==> config.mk <==
export PLATFORM = sky130hd
export DESIGN_NAME = sweep_mux_seq
export DESIGN_NICKNAME = d
export VERILOG_FILES = /design/src/rtl/sweep_pkg.sv /design/src/rtl/sweep_ctrl.sv /design/src/rtl/sweep_dp.sv /design/src/rtl/sweep_mux_seq.sv
export SDC_FILE = /design/constraint.sdc
export NUM_CORES = 1
export LEC_CHECK = 0
export ABC_AREA = 1
export BUFFER_PORTS_ARGS = -buffer_cell sky130_fd_sc_hd__buf_2
export CAP_MARGIN = 20
export CORE_MARGIN = 1
export CORE_UTILIZATION = 38
export CTS_CLUSTER_DIAMETER = 60
export DETAILED_ROUTE_END_ITERATION = 8
export HOLD_SLACK_MARGIN = 0.05
export PLACE_DENSITY_LB_ADDON = 0.25
export SYNTH_ARGS = -nofsm -noshare
export SYNTH_HDL_FRONTEND = slang
export SYNTH_SLANG_ARGS = --single-unit
==> constraint.sdc <==
create_clock -name clk -period 2.1 [get_ports clk]
set_clock_uncertainty 0.05 [all_clocks]
set_input_delay 0.105 -clock clk [delete_from_list [all_inputs] [get_ports clk]]
set_output_delay 0.105 -clock clk [all_outputs]
set_load 0.02 [all_outputs]
==> src/rtl/sweep_pkg.sv <==
package sweep_pkg;

  // Strobes from the window control to the channel datapath
  typedef struct packed {
    logic winOpen;   // select is low this cycle
    logic winStart;  // first cycle of a new window
    logic doReset;   // force input 0
    logic doToggle;  // swap input and retag
  } seqStrobe_t;

endpackage

==> src/rtl/sweep_ctrl.sv <==
module sweep_ctrl
  import sweep_pkg::*;
#(
  parameter int RST_MIN     = 4,
  parameter int RST_MAX     = 7,
  parameter int FRAME_TICKS = 16,
  parameter int CNT_W       = $clog2(FRAME_TICKS + 1)
) (
  input  logic             clk,
  input  logic             rstN,
  input  logic             csN,
  input  logic [CNT_W-1:0] winCnt,
  input  logic             convSeen,
  input  logic             chanSel,
  input  logic             resultChan,
  output seqStrobe_t       strb
);

  logic csPrev;
  logic closeEdge;
  logic inResetBand;
  logic fullFrame;

  always_ff @(posedge clk or negedge rstN) begin
    if (!rstN) csPrev <= 1'b1;
    else       csPrev <= csN;
  end

  assign closeEdge   = csN & ~csPrev;
  assign inResetBand = (winCnt >= CNT_W'(RST_MIN)) && (winCnt <= CNT_W'(RST_MAX));
  assign fullFrame   = (winCnt >= CNT_W'(FRAME_TICKS)) && convSeen;

  always_comb begin
    strb          = '0;
    strb.winOpen  = ~csN;
    strb.winStart = ~csN & csPrev;
    strb.doReset  = closeEdge & inResetBand;
    strb.doToggle = closeEdge & fullFrame & ~inResetBand;
  end

  AST_RESET_BAND: assert property (@(posedge clk) disable iff (!rstN)
    (closeEdge && inResetBand) |=> !chanSel);
  AST_FULL_TOGGLE: assert property (@(posedge clk) disable iff (!rstN)
    (closeEdge && fullFrame) |=> (chanSel != $past(chanSel)));
  AST_TAG_FOLLOWS: assert property (@(posedge clk) disable iff (!rstN)
    (closeEdge && fullFrame) |=> (resultChan == $past(chanSel)));
  AST_SHORT_HOLD: assert property (@(posedge clk) disable iff (!rstN)
    (closeEdge && winCnt < CNT_W'(RST_MIN)) |=> $stable(chanSel));
  AST_MID_HOLD: assert property (@(posedge clk) disable iff (!rstN)
    (closeEdge && winCnt > CNT_W'(RST_MAX) && !fullFrame) |=> ($stable(chanSel) && $stable(resultChan)));

endmodule

==> src/rtl/sweep_dp.sv <==
module sweep_dp
  import sweep_pkg::*;
#(
  parameter int FRAME_TICKS = 16,
  parameter int CNT_W       = $clog2(FRAME_TICKS + 1)
) (
  input  logic             clk,
  input  logic             rstN,
  input  seqStrobe_t       strb,
  input  logic             sclkTick,
  input  logic             convDone,
  output logic [CNT_W-1:0] winCnt,
  output logic             convSeen,
  output logic             chanSel,
  output logic             resultChan
);

  localparam logic [CNT_W-1:0] CNT_TOP = CNT_W'(FRAME_TICKS);

  // Tick counter and completion flag for the open window
  always_ff @(posedge clk or negedge rstN) begin
    if (!rstN) begin
      winCnt   <= '0;
      convSeen <= 1'b0;
    end else if (strb.winStart) begin
      winCnt   <= sclkTick ? CNT_W'(1) : '0;
      convSeen <= 1'b0;
    end else if (strb.winOpen) begin
      if (sclkTick && winCnt < CNT_TOP) winCnt <= winCnt + 1'b1;
      if (convDone && winCnt == CNT_TOP) convSeen <= 1'b1;
    end
  end

  // Channel select and one-frame-late result tag
  always_ff @(posedge clk or negedge rstN) begin
    if (!rstN) begin
      chanSel    <= 1'b0;
      resultChan <= 1'b0;
    end else if (strb.doReset) begin
      chanSel    <= 1'b0;
    end else if (strb.doToggle) begin
      chanSel    <= ~chanSel;
      resultChan <= chanSel;
    end
  end

  AST_CNT_BOUND: assert property (@(posedge clk) disable iff (!rstN)
    winCnt <= CNT_TOP);
  AST_SEL_HOLD: assert property (@(posedge clk) disable iff (!rstN)
    !(strb.doReset || strb.doToggle) |=> ($stable(chanSel) && $stable(resultChan)));
  AST_EARLY_DONE: assert property (@(posedge clk) disable iff (!rstN)
    (strb.winOpen && !strb.winStart && convDone && winCnt < CNT_TOP && !convSeen) |=> !convSeen);

endmodule

==> src/rtl/sweep_mux_seq.sv <==
module sweep_mux_seq
  import sweep_pkg::*;
#(
  parameter int RST_MIN     = 4,
  parameter int RST_MAX     = 7,
  parameter int FRAME_TICKS = 16
) (
  input  logic clk,
  input  logic rstN,
  input  logic csN,
  input  logic sclkTick,
  input  logic convDone,
  output logic chanSel,
  output logic resultChan
);

  localparam int CNT_W = $clog2(FRAME_TICKS + 1);

  seqStrobe_t       strb;
  logic [CNT_W-1:0] winCnt;
  logic             convSeen;

  sweep_ctrl #(
    .RST_MIN(RST_MIN), .RST_MAX(RST_MAX), .FRAME_TICKS(FRAME_TICKS), .CNT_W(CNT_W)
  ) u_ctrl (
    .clk(clk), .rstN(rstN), .csN(csN), .winCnt(winCnt), .convSeen(convSeen),
    .chanSel(chanSel), .resultChan(resultChan), .strb(strb)
  );

  sweep_dp #(
    .FRAME_TICKS(FRAME_TICKS), .CNT_W(CNT_W)
  ) u_dp (
    .clk(clk), .rstN(rstN), .strb(strb), .sclkTick(sclkTick), .convDone(convDone),
    .winCnt(winCnt), .convSeen(convSeen), .chanSel(chanSel), .resultChan(resultChan)
  );

endmodule

==> impl_metrics.env, run 1 <==
export IMPL_outcome="completed"
export IMPL_synth_area_top_cells="dfrtp_1, nand2_1, nand3_1"
export IMPL_initial_utilization=0.432
export IMPL_drt_iter0_drc=1
export IMPL_period_minus_slack_ns=1.19
export IMPL_cp_start_kind="input port"
export IMPL_grt_pass1_wl_um=1440
export IMPL_cts_root_buffer="clkbuf_4"
export IMPL_rsz0062_at_grt="no"
export IMPL_diodes=0
export IMPL_synth_fp_nets=74
export IMPL_synth_cell_types=18
export IMPL_synth_warnings=0
export IMPL_timing_final_crit_share=0.566
export IMPL_io_pins=7
export IMPL_antenna_left=0
export IMPL_fp_dieW_um=38.7
export IMPL_min_to="u_dp.convSeen"
export IMPL_synth_area_sq_um=513
export IMPL_fin_util=0.507
export IMPL_hold_class="in -> reg"
export IMPL_clockBufferDepth=2
export IMPL_wirelength_um=920
export IMPL_finalNetCount=86
export IMPL_ir_drop_v=0.000427
export IMPL_port_buffers=6
export IMPL_r2r_end="u_dp.chanSel"
export IMPL_hp_start="convDone"
export IMPL_critPathMaxFanout=8
export IMPL_setup_viol=0
export IMPL_viasPerCell=4.77
export IMPL_cp_arrival_ns=1.32
export IMPL_hold_ws_ns=0.155
export IMPL_cts_tree="built"
export IMPL_fp_coreArea_sq_mm=0.00119
export IMPL_fmax_mhz=842
export IMPL_route_detailed_drc=0
export IMPL_rrSetupSlack_ns=0.96
export IMPL_setup_tns_ns=0
export IMPL_cts_resized=0
export IMPL_finalHoldViolations=0
export IMPL_clk_latency_ns=0.26
export IMPL_ys_seq_area_frac=0.441
export IMPL_antenna_found_initial=0
export IMPL_die_h_um=38.7
export IMPL_cap_violations=0
export IMPL_slew_limit_headroom=0.823
export IMPL_dieArea_sq_mm=0.00150
export IMPL_r2r_cells=6
export IMPL_grt_max_degree=10
export IMPL_row_count=12
export IMPL_dp_hpwl_um=684
export IMPL_htreeDepth=1
export IMPL_grt_util_all_layers=0.152
export IMPL_numCtsBuffers=3
export IMPL_leakagePower_nw=0.302
export IMPL_worst_ep_required_time_ns=2.23
export IMPL_synth_top_area_frac=0.390
export IMPL_layoutNonFillerInstCount=92
export IMPL_finalPower_mw=0.509
export IMPL_overflow=0
export IMPL_vias=439
export IMPL_synth_seq_cells=9
export IMPL_synthCells=67
export IMPL_clkTransAtPathRegs_ns=0.06
export IMPL_gp_congestion=0.759
export IMPL_avgSynthCellArea_sq_um=7.66
export IMPL_clock_sinks=9
export IMPL_worstReg2RegStart="u_dp.winCnt[0]"
export IMPL_worstMarginPinSlew_ns=0.266
export IMPL_wl_per_cell_um=10.0
export IMPL_path_class="in -> reg"
export IMPL_grt_pass1_vias=330
export IMPL_drive_gt1_frac=0.218
export IMPL_dp_cells=86
export IMPL_dr_pass1_iters=4
export IMPL_maxSlewViolCount=0
export IMPL_postCtsSetupRepairBufs=0
export IMPL_synth_largest_area_cell="dfrtp_1"
export IMPL_holdPathStages=5
export IMPL_area_growth_syn_to_layout_pct=17.3
export IMPL_crit_path_end_kind="register"
export IMPL_powerDensity_mw_per_mm2=846
-- kinds of logic (layout without fill, tap and decap cells) --
group	Yosys count	after routing	share of synthesized area
AND/OR/NAND/NOR	40	40	0.373
buffers and inverters	11	22	0.0829
flip-flops	9	9	0.441
AO/OA/AOI/OAI	5	5	0.0536
adder cells (fa/ha/maj)	2	2	0.0488
-- cell usage after synthesis (all sizes together) --
| cell | count |
|---|---|
| nor3 | 1 |
| a21oi | 1 |
| o21a | 1 |
| nand2 | 20 |
| nand3 | 8 |
| inv | 10 |
| nand4 | 4 |
| nor2 | 7 |
| o21ai | 3 |
| ha | 2 |
| dfstp | 1 |
| dfrtp | 8 |
| buf | 1 |
-- layout by cell type (no fill, tap or decap), drive strengths merged --
master       instances
nand2               20
inv                 10
dfrtp                8
nand3                8
nor2                 7
buf                  6
nand4                4
clkbuf               4
o21ai                3
ha                   2
dlygate4sd3          2
a21oi                1
nor3                 1
o21a                 1
dfstp                1
-- metal layers --
| layer | GRT usage | up-vias | share of wire |
|---|---|---|---|
| met3 | 0.0347 | 4 | 0.042 |
| met5 | 0 | - | 0 |
| li1 | - | 240 | - |
| met4 | 0.129 | 0 | 0.036 |
| met1 | 0.204 | 184 | 0.52 |
| met2 | 0.200 | 11 | 0.40 |
-- registers in the layout, indices dropped and copies added, names as in the netlist --
| register | flops |
|---|---|
| u_dp.winCnt | 5 |
| u_ctrl.csPrev | 1 |
| u_dp.chanSel | 1 |
| u_dp.convSeen | 1 |
| u_dp.resultChan | 1 |
-- worst max-delay path, cell delays in order --
cell	delay (ns)
dlygate4sd3_1	0.53
buf_2	0.13
inv_2	0.10
nand2_2	0.13
nand2_4	0.14
nand2_1	0.06
a21oi_1	0.12
-- final cells by class --
type,instances,area [sq um]
Fill cell,126,584
Multi-Input combinational cell,47,244
Sequential cell,9,226
Timing Repair Buffer,8,50.0
Inverter,10,37.5
Clock buffer,4,26.3
Tap cell,14,17.5
-- timing repair --
| item | in CTS | in global routing |
|---|---|---|
| setup endpoints to repair | 0 | 0 |
| hold buffers | 2 | 0 |
| hold endpoints to repair | 10 | 0 |
-- through the flow --
| step | setup slack, ns | area (sq um) |
|---|---|---|
| floorplan | 1.05 | 513 |
| global placement | 0.971 | 556 |
| detailed placement | 0.970 | 556 |
| CTS | 0.914 | 602 |
| global route | 0.830 | 602 |
| finish | 0.912 | 602 |
-- worst max-delay path by stage --
stage              startpoint              to  cells after the start
3_5_place_dp   u_dp.winCnt[0]    u_dp.chanSel                      6
5_1_grt                   csN  u_dp.winCnt[2]                      7
4_1_cts                   csN  u_dp.winCnt[2]                      7
6_report                  csN  u_dp.winCnt[2]                      7
3_3_place_gp   u_dp.winCnt[0]    u_dp.chanSel                      6
2_1_floorplan  u_dp.winCnt[0]  u_dp.winCnt[4]                      5
-- power by group --
part	leakage, nW	total [mW]	internal (mW)	switching (mW)
sequential	0.115	0.247	0.205	0.0417
combinational	0.172	0.130	0.0506	0.0796
clock	0.0150	0.132	0.0731	0.0586
Note: power is estimated with default switching activity, not from simulation.
==> run 2, diff against run 1 <==
--- a/config.mk
+++ b/config.mk
@@ -5,13 +5,13 @@
 export SDC_FILE = /design/constraint.sdc
 export NUM_CORES = 1
 export LEC_CHECK = 0
-export ABC_AREA = 1
+export ABC_AREA = 0
 export BUFFER_PORTS_ARGS = -buffer_cell sky130_fd_sc_hd__buf_2
 export CAP_MARGIN = 20
-export CORE_MARGIN = 1
-export CORE_UTILIZATION = 38
+export CORE_AREA = 2 2 39 41
 export CTS_CLUSTER_DIAMETER = 60
 export DETAILED_ROUTE_END_ITERATION = 8
+export DIE_AREA = 0 0 41 43
 export HOLD_SLACK_MARGIN = 0.05
 export PLACE_DENSITY_LB_ADDON = 0.25
 export SYNTH_ARGS = -nofsm -noshare
==> constraint.sdc (replaced) <==
create_clock -name clk -period 1.1 [get_ports clk]
set_clock_uncertainty 0.05 [all_clocks]
set_input_delay 0.055 -clock clk [delete_from_list [all_inputs] [get_ports clk]]
set_output_delay 0.055 -clock clk [all_outputs]
set_load 0.02 [all_outputs]
==> impl_metrics.env, run 2 <==
export IMPL_crit_path_end_kind="register"
export IMPL_largest_reg_flops=5
export IMPL_finalNetCount=66
export IMPL_synth_area_sq_um=449
export IMPL_dr_pass1_iters=4
export IMPL_final_cell_mix="dfrtp_1, buf_2, buf_4"
export IMPL_route_detailed_drc=0
export IMPL_viasPerCell=4.93
export IMPL_ys_async_sr_fraction=1.00
export IMPL_wl_per_cell_um=12.3
export IMPL_grt_max_degree=10
export IMPL_area_growth_syn_to_layout_pct=36.5
export IMPL_hold_ws_ns=-0.0139
export IMPL_critPathMaxFanout=3
export IMPL_cp_start_kind="register"
export IMPL_slew_limit_headroom=0.841
export IMPL_synth_fp_nets=47
export IMPL_period_minus_slack_ns=1.31
export IMPL_synth_warnings=0
export IMPL_antenna_left=0
export IMPL_ys_flop_type="dfrtp_1"
export IMPL_timing_final_crit_share=1.19
export IMPL_htreeDepth=1
export IMPL_setup_ws_ns=-0.209
export IMPL_worst_ep_required_time_ns=1.24
export IMPL_cts_root_buffer="clkbuf_4"
export IMPL_numCtsBuffers=3
export IMPL_final_cell_area_sq_um=613
export IMPL_clockBufferDepth=2
export IMPL_ys_seq_area_frac=0.504
export IMPL_synth_edf_count=0
export IMPL_die_h_um=43
export IMPL_pre_cts_ws_ns=-0.212
export IMPL_synth_largest_area_cell="dfrtp_1"
export IMPL_synth_top_area_frac=0.446
export IMPL_drt_iter0_drc=11
export IMPL_antenna_found_initial=0
export IMPL_wirelength_um=912
export IMPL_fmax_mhz=764
export IMPL_synth_most_common_cell="dfrtp_1"
export IMPL_maxSlewViolCount=0
export IMPL_rsz0062_at_grt="yes"
export IMPL_vias=365
export IMPL_synth_cell_types=23
export IMPL_fin_util=0.443
export IMPL_clk_latency_ns=0.26
export IMPL_outcome="finished, violations left"
export IMPL_synth_seq_cells=9
export IMPL_diodes=0
export IMPL_dieArea_sq_mm=0.00176
export IMPL_largest_register="u_dp.winCnt"
export IMPL_initial_utilization=0.325
export IMPL_synth_area_top_cells="dfrtp_1, dfstp_2, ha_1"
export IMPL_cap_violations=0
export IMPL_postCtsSetupRepairBufs=0
export IMPL_fp_coreArea_sq_mm=0.00138
export IMPL_dp_hpwl_um=649
export IMPL_place_area_sq_um=547
export IMPL_grt_pass1_wl_um=1560
export IMPL_setup_viol=7
export IMPL_path_class="reg -> reg"
export IMPL_cts_tree="built"
export IMPL_synthTopCellsByCount="dfrtp_1, nor2_1, inv_1"
export IMPL_row_count=14
export IMPL_worstMarginPinSlew_ns=0.235
export IMPL_finalHoldViolations=1
export IMPL_hold_class="in -> reg"
export IMPL_drive_gt1_frac=0.397
export IMPL_io_pins=7
export IMPL_powerDensity_mw_per_mm2=1270
export IMPL_violations="hold timing, setup timing"
export IMPL_clkTransAtPathRegs_ns=0.06
export IMPL_fp_dieW_um=41
export IMPL_final_common_cell="dfrtp_1"
export IMPL_port_buffers=6
export IMPL_postCtsHoldBufs=2
export IMPL_avgSynthCellArea_sq_um=11.2
export IMPL_clock_sinks=9
export IMPL_leakagePower_nw=0.298
export IMPL_ir_drop_v=0.000559
export IMPL_gp_congestion=0.702
export IMPL_grt_util_all_layers=0.141
export IMPL_finalPower_mw=0.777
export IMPL_cp_arrival_ns=1.45
export IMPL_overflow=0
export IMPL_grt_pass1_vias=360
export IMPL_synthCells=40
-- run 2: changes by cell type after synthesis, moves of 3 or more --
cell	delta
inv_1	-4
inv_2	-3
nand2_1	-17
nand3_1	-6
nand4_1	-4
nor2_1	-3
-- run 2: cells by family (layout without fill, tap and decap cells) --
group,after synthesis,after routing,synth area share
simple gates,15,15,0.231
mux,2,2,0.0474
flops,9,9,0.504
compound gates,6,6,0.0780
fa+ha+maj,2,2,0.0557
buf+inv,3,21,0.0251
xor+xnor,3,3,0.0585
-- run 2: path summary, 6_finish.rpt --
check | from | endpoint | slack (ns) | depth (start not counted)
setup / recovery | u_dp.winCnt[4] | u_dp.winCnt[3] | -0.21 | 3
hold reg to reg | u_dp.convSeen | u_dp.convSeen | 0.46 | 2
setup reg to reg | u_dp.winCnt[4] | u_dp.winCnt[3] | -0.21 | 3
hold / removal | sclkTick | u_dp.winCnt[0] | -0.01 | 3
max in group asynchronous | rstN | u_ctrl.csPrev | 0.62 | 2
min in group asynchronous | rstN | u_dp.winCnt[3] | 0.12 | 2
-- run 2: critical path, stage by stage (launching register included) --
cell and delay (ns):
dfrtp_1 0.37, or3b_4 0.38, or3_4 0.33, a21oi_2 0.11
-- run 2: power breakdown --
part	leakage (nW)	internal [mW]	switching (mW)
Sequential	0.119	0.359	0.0268
Clock	0.0150	0.140	0.111
Combinational	0.164	0.0756	0.0651
Total	0.298	0.574	0.203
-- run 2: per-layer routing --
layer	share of wire	global-route usage	wire length, um	vias to the layer above
met5	0	0	0	-
met3	0.071	0.0942	65	0
met2	0.45	0.181	411	11
li1	-	-	-	179
met1	0.48	0.178	435	175
met4	0	0.0600	0	0
-- run 2: through the flow --
| stage | TNS [ns] | hold WS [ns] | std cells |
|---|---|---|---|
| 2_1_floorplan | -0.465 | -0.291 | 40 |
| 3_3_place_gp | -0.795 | -0.131 | 68 |
| 3_5_place_dp | -0.809 | -0.131 | 68 |
| 4_1_cts | -0.782 | -0.0190 | 74 |
| 5_1_grt | -1.25 | -0.0233 | 74 |
| 6_report | -0.777 | -0.0139 | 74 |
-- run 2: what timing repair did --
item,CTS,global route
setup endpoints to repair,7,8
hold endpoints to repair,11,1
gates resized for setup,2,2
pin swaps,5,2
-- run 2: area by class of cell --
class / count / area [sq um]
Fill cell: 138 / 771
Clock buffer: 4 / 26.3
Inverter: 3 / 11.3
Timing Repair Buffer: 14 / 95.1
Multi-Input combinational cell: 28 / 234
Tap cell: 16 / 20.0
Sequential cell: 9 / 226
==> run 3, diff against run 2 <==
--- a/config.mk
+++ b/config.mk
@@ -8,10 +8,10 @@
 export ABC_AREA = 0
 export BUFFER_PORTS_ARGS = -buffer_cell sky130_fd_sc_hd__buf_2
 export CAP_MARGIN = 20
-export CORE_AREA = 2 2 39 41
+export CORE_MARGIN = 1
+export CORE_UTILIZATION = 28
 export CTS_CLUSTER_DIAMETER = 60
 export DETAILED_ROUTE_END_ITERATION = 8
-export DIE_AREA = 0 0 41 43
 export HOLD_SLACK_MARGIN = 0.05
 export PLACE_DENSITY_LB_ADDON = 0.25
 export SYNTH_ARGS = -nofsm -noshare
==> impl_metrics.env, run 3 (synthesis gave the netlist of run 2 again) <==
export IMPL_outcome="finished, violations left"
export IMPL_violations="setup timing"
export IMPL_port_buffers=6
export IMPL_wirelength_um=1100
export IMPL_cap_violations=0
export IMPL_fp_coreArea_sq_mm=0.00151
export IMPL_period_minus_slack_ns=1.35
export IMPL_cp_start_kind="register"
export IMPL_die_h_um=42.1
export IMPL_grt_max_degree=10
export IMPL_hold_ws_ns=0.0858
export IMPL_wl_per_cell_um=14.2
export IMPL_vias=388
export IMPL_grt_pass1_wl_um=1710
export IMPL_fp_dieW_um=42.1
export IMPL_overflow=0
export IMPL_clkTransAtPathRegs_ns=0.06
export IMPL_final_common_cell="buf_4"
export IMPL_timing_final_crit_share=1.23
export IMPL_drt_iter0_drc=2
export IMPL_dr_wl_met2_um=499
export IMPL_io_pins=7
export IMPL_slew_limit_headroom=0.829
export IMPL_drive_gt1_frac=0.475
export IMPL_clock_sinks=9
export IMPL_htreeDepth=1
export IMPL_powerDensity_mw_per_mm2=1280
export IMPL_final_cell_mix="buf_4, dfrtp_1, buf_2"
export IMPL_worst_ep_required_time_ns=1.25
export IMPL_dr_pass1_iters=2
export IMPL_gp_congestion=0.749
export IMPL_critPathMaxFanout=2
export IMPL_diodes=0
export IMPL_dieArea_sq_mm=0.00177
export IMPL_route_detailed_drc=0
export IMPL_grt_util_all_layers=0.134
export IMPL_place_area_sq_um=562
export IMPL_row_count=14
export IMPL_cts_tree="built"
export IMPL_clockBufferDepth=2
export IMPL_setup_tns_ns=-1.20
export IMPL_worstMarginPinSlew_ns=0.257
export IMPL_numCtsBuffers=3
export IMPL_antenna_found_initial=0
export IMPL_clk_latency_ns=0.27
export IMPL_dr_max_layer_used="met4"
export IMPL_largest_register="u_dp.winCnt"
export IMPL_fmax_mhz=739
export IMPL_finalHoldViolations=0
export IMPL_setup_viol=8
export IMPL_finalNetCount=69
export IMPL_hold_class="in -> reg"
export IMPL_grt_pass1_vias=384
export IMPL_leakagePower_nw=0.315
export IMPL_cp_arrival_ns=1.50
export IMPL_rsz0062_at_grt="yes"
export IMPL_final_cell_area_sq_um=659
export IMPL_viasPerCell=5.04
export IMPL_fillers=142
export IMPL_ir_drop_v=0.000487
export IMPL_setup_ws_ns=-0.253
export IMPL_area_growth_syn_to_layout_pct=46.8
export IMPL_fin_util=0.438
export IMPL_largest_reg_flops=5
export IMPL_crit_path_end_kind="register"
export IMPL_pre_cts_ws_ns=-0.227
export IMPL_wl_met1_um=529
export IMPL_cts_root_buffer="clkbuf_4"
export IMPL_dr_wl_met3_um=42
export IMPL_dp_hpwl_um=686
export IMPL_path_class="reg -> reg"
export IMPL_initial_utilization=0.298
export IMPL_maxSlewViolCount=0
export IMPL_antenna_left=0
[run 3: what timing repair did]
| item | in CTS | in global routing |
|---|---|---|
| buffers inserted | 1 | 1 |
| pin swaps | 5 | 2 |
| endpoints found under the hold margin | 10 | 0 |
| hold buffers | 2 | 0 |
| gates resized for setup | 4 | 6 |
| endpoints found under the setup margin | 8 | 8 |
[run 3: final cells by class]
cell class / instances / area [sq um] / share of cell area
repair buffers: 17 / 121 / 0.184
inverters: 3 / 11.3 / 0.0171
well taps: 16 / 20.0 / 0.0304
multi-input cells: 28 / 253 / 0.383
flip-flops and latches: 9 / 228 / 0.345
clock buffers: 4 / 26.3 / 0.0398
[run 3: path summary, 6_finish.rpt]
path                                 start               to  slack (ns)  cells after the start
min reg2reg                u_dp.resultChan  u_dp.resultChan        0.45                      1
max in group asynchronous             rstN    u_ctrl.csPrev        0.63                      2
max                         u_dp.winCnt[4]   u_dp.winCnt[3]       -0.25                      3
min in group asynchronous             rstN  u_dp.resultChan        0.12                      2
min                               sclkTick   u_dp.winCnt[0]        0.09                      4
max reg2reg                 u_dp.winCnt[4]   u_dp.winCnt[3]       -0.25                      3
[run 3: metal layers]
layer,GRT usage,vias up
li1,-,184
met1,0.165,190
met2,0.200,9
met3,0.0517,5
met4,0.0750,0
met5,0,-
[run 3: critical path: stages (launching register included)]
cell     delay [ns]
dfrtp_1        0.39
or3b_4         0.37
or3_4          0.33
a21oi_2        0.14
[run 3: stage by stage]
stage	total power, mW	instances
final	0.842	77
after global routing	0.888	77
after floorplan	0.464	40
after CTS	0.835	77
after global placement	0.544	70
after detailed placement	0.546	70
[run 3: power by group]
part	switching (mW)	total [mW]	internal [mW]
Combinational	0.0716	0.170	0.0985
Sequential	0.0376	0.399	0.361
Clock	0.132	0.273	0.141
Total	0.242	0.842	0.600
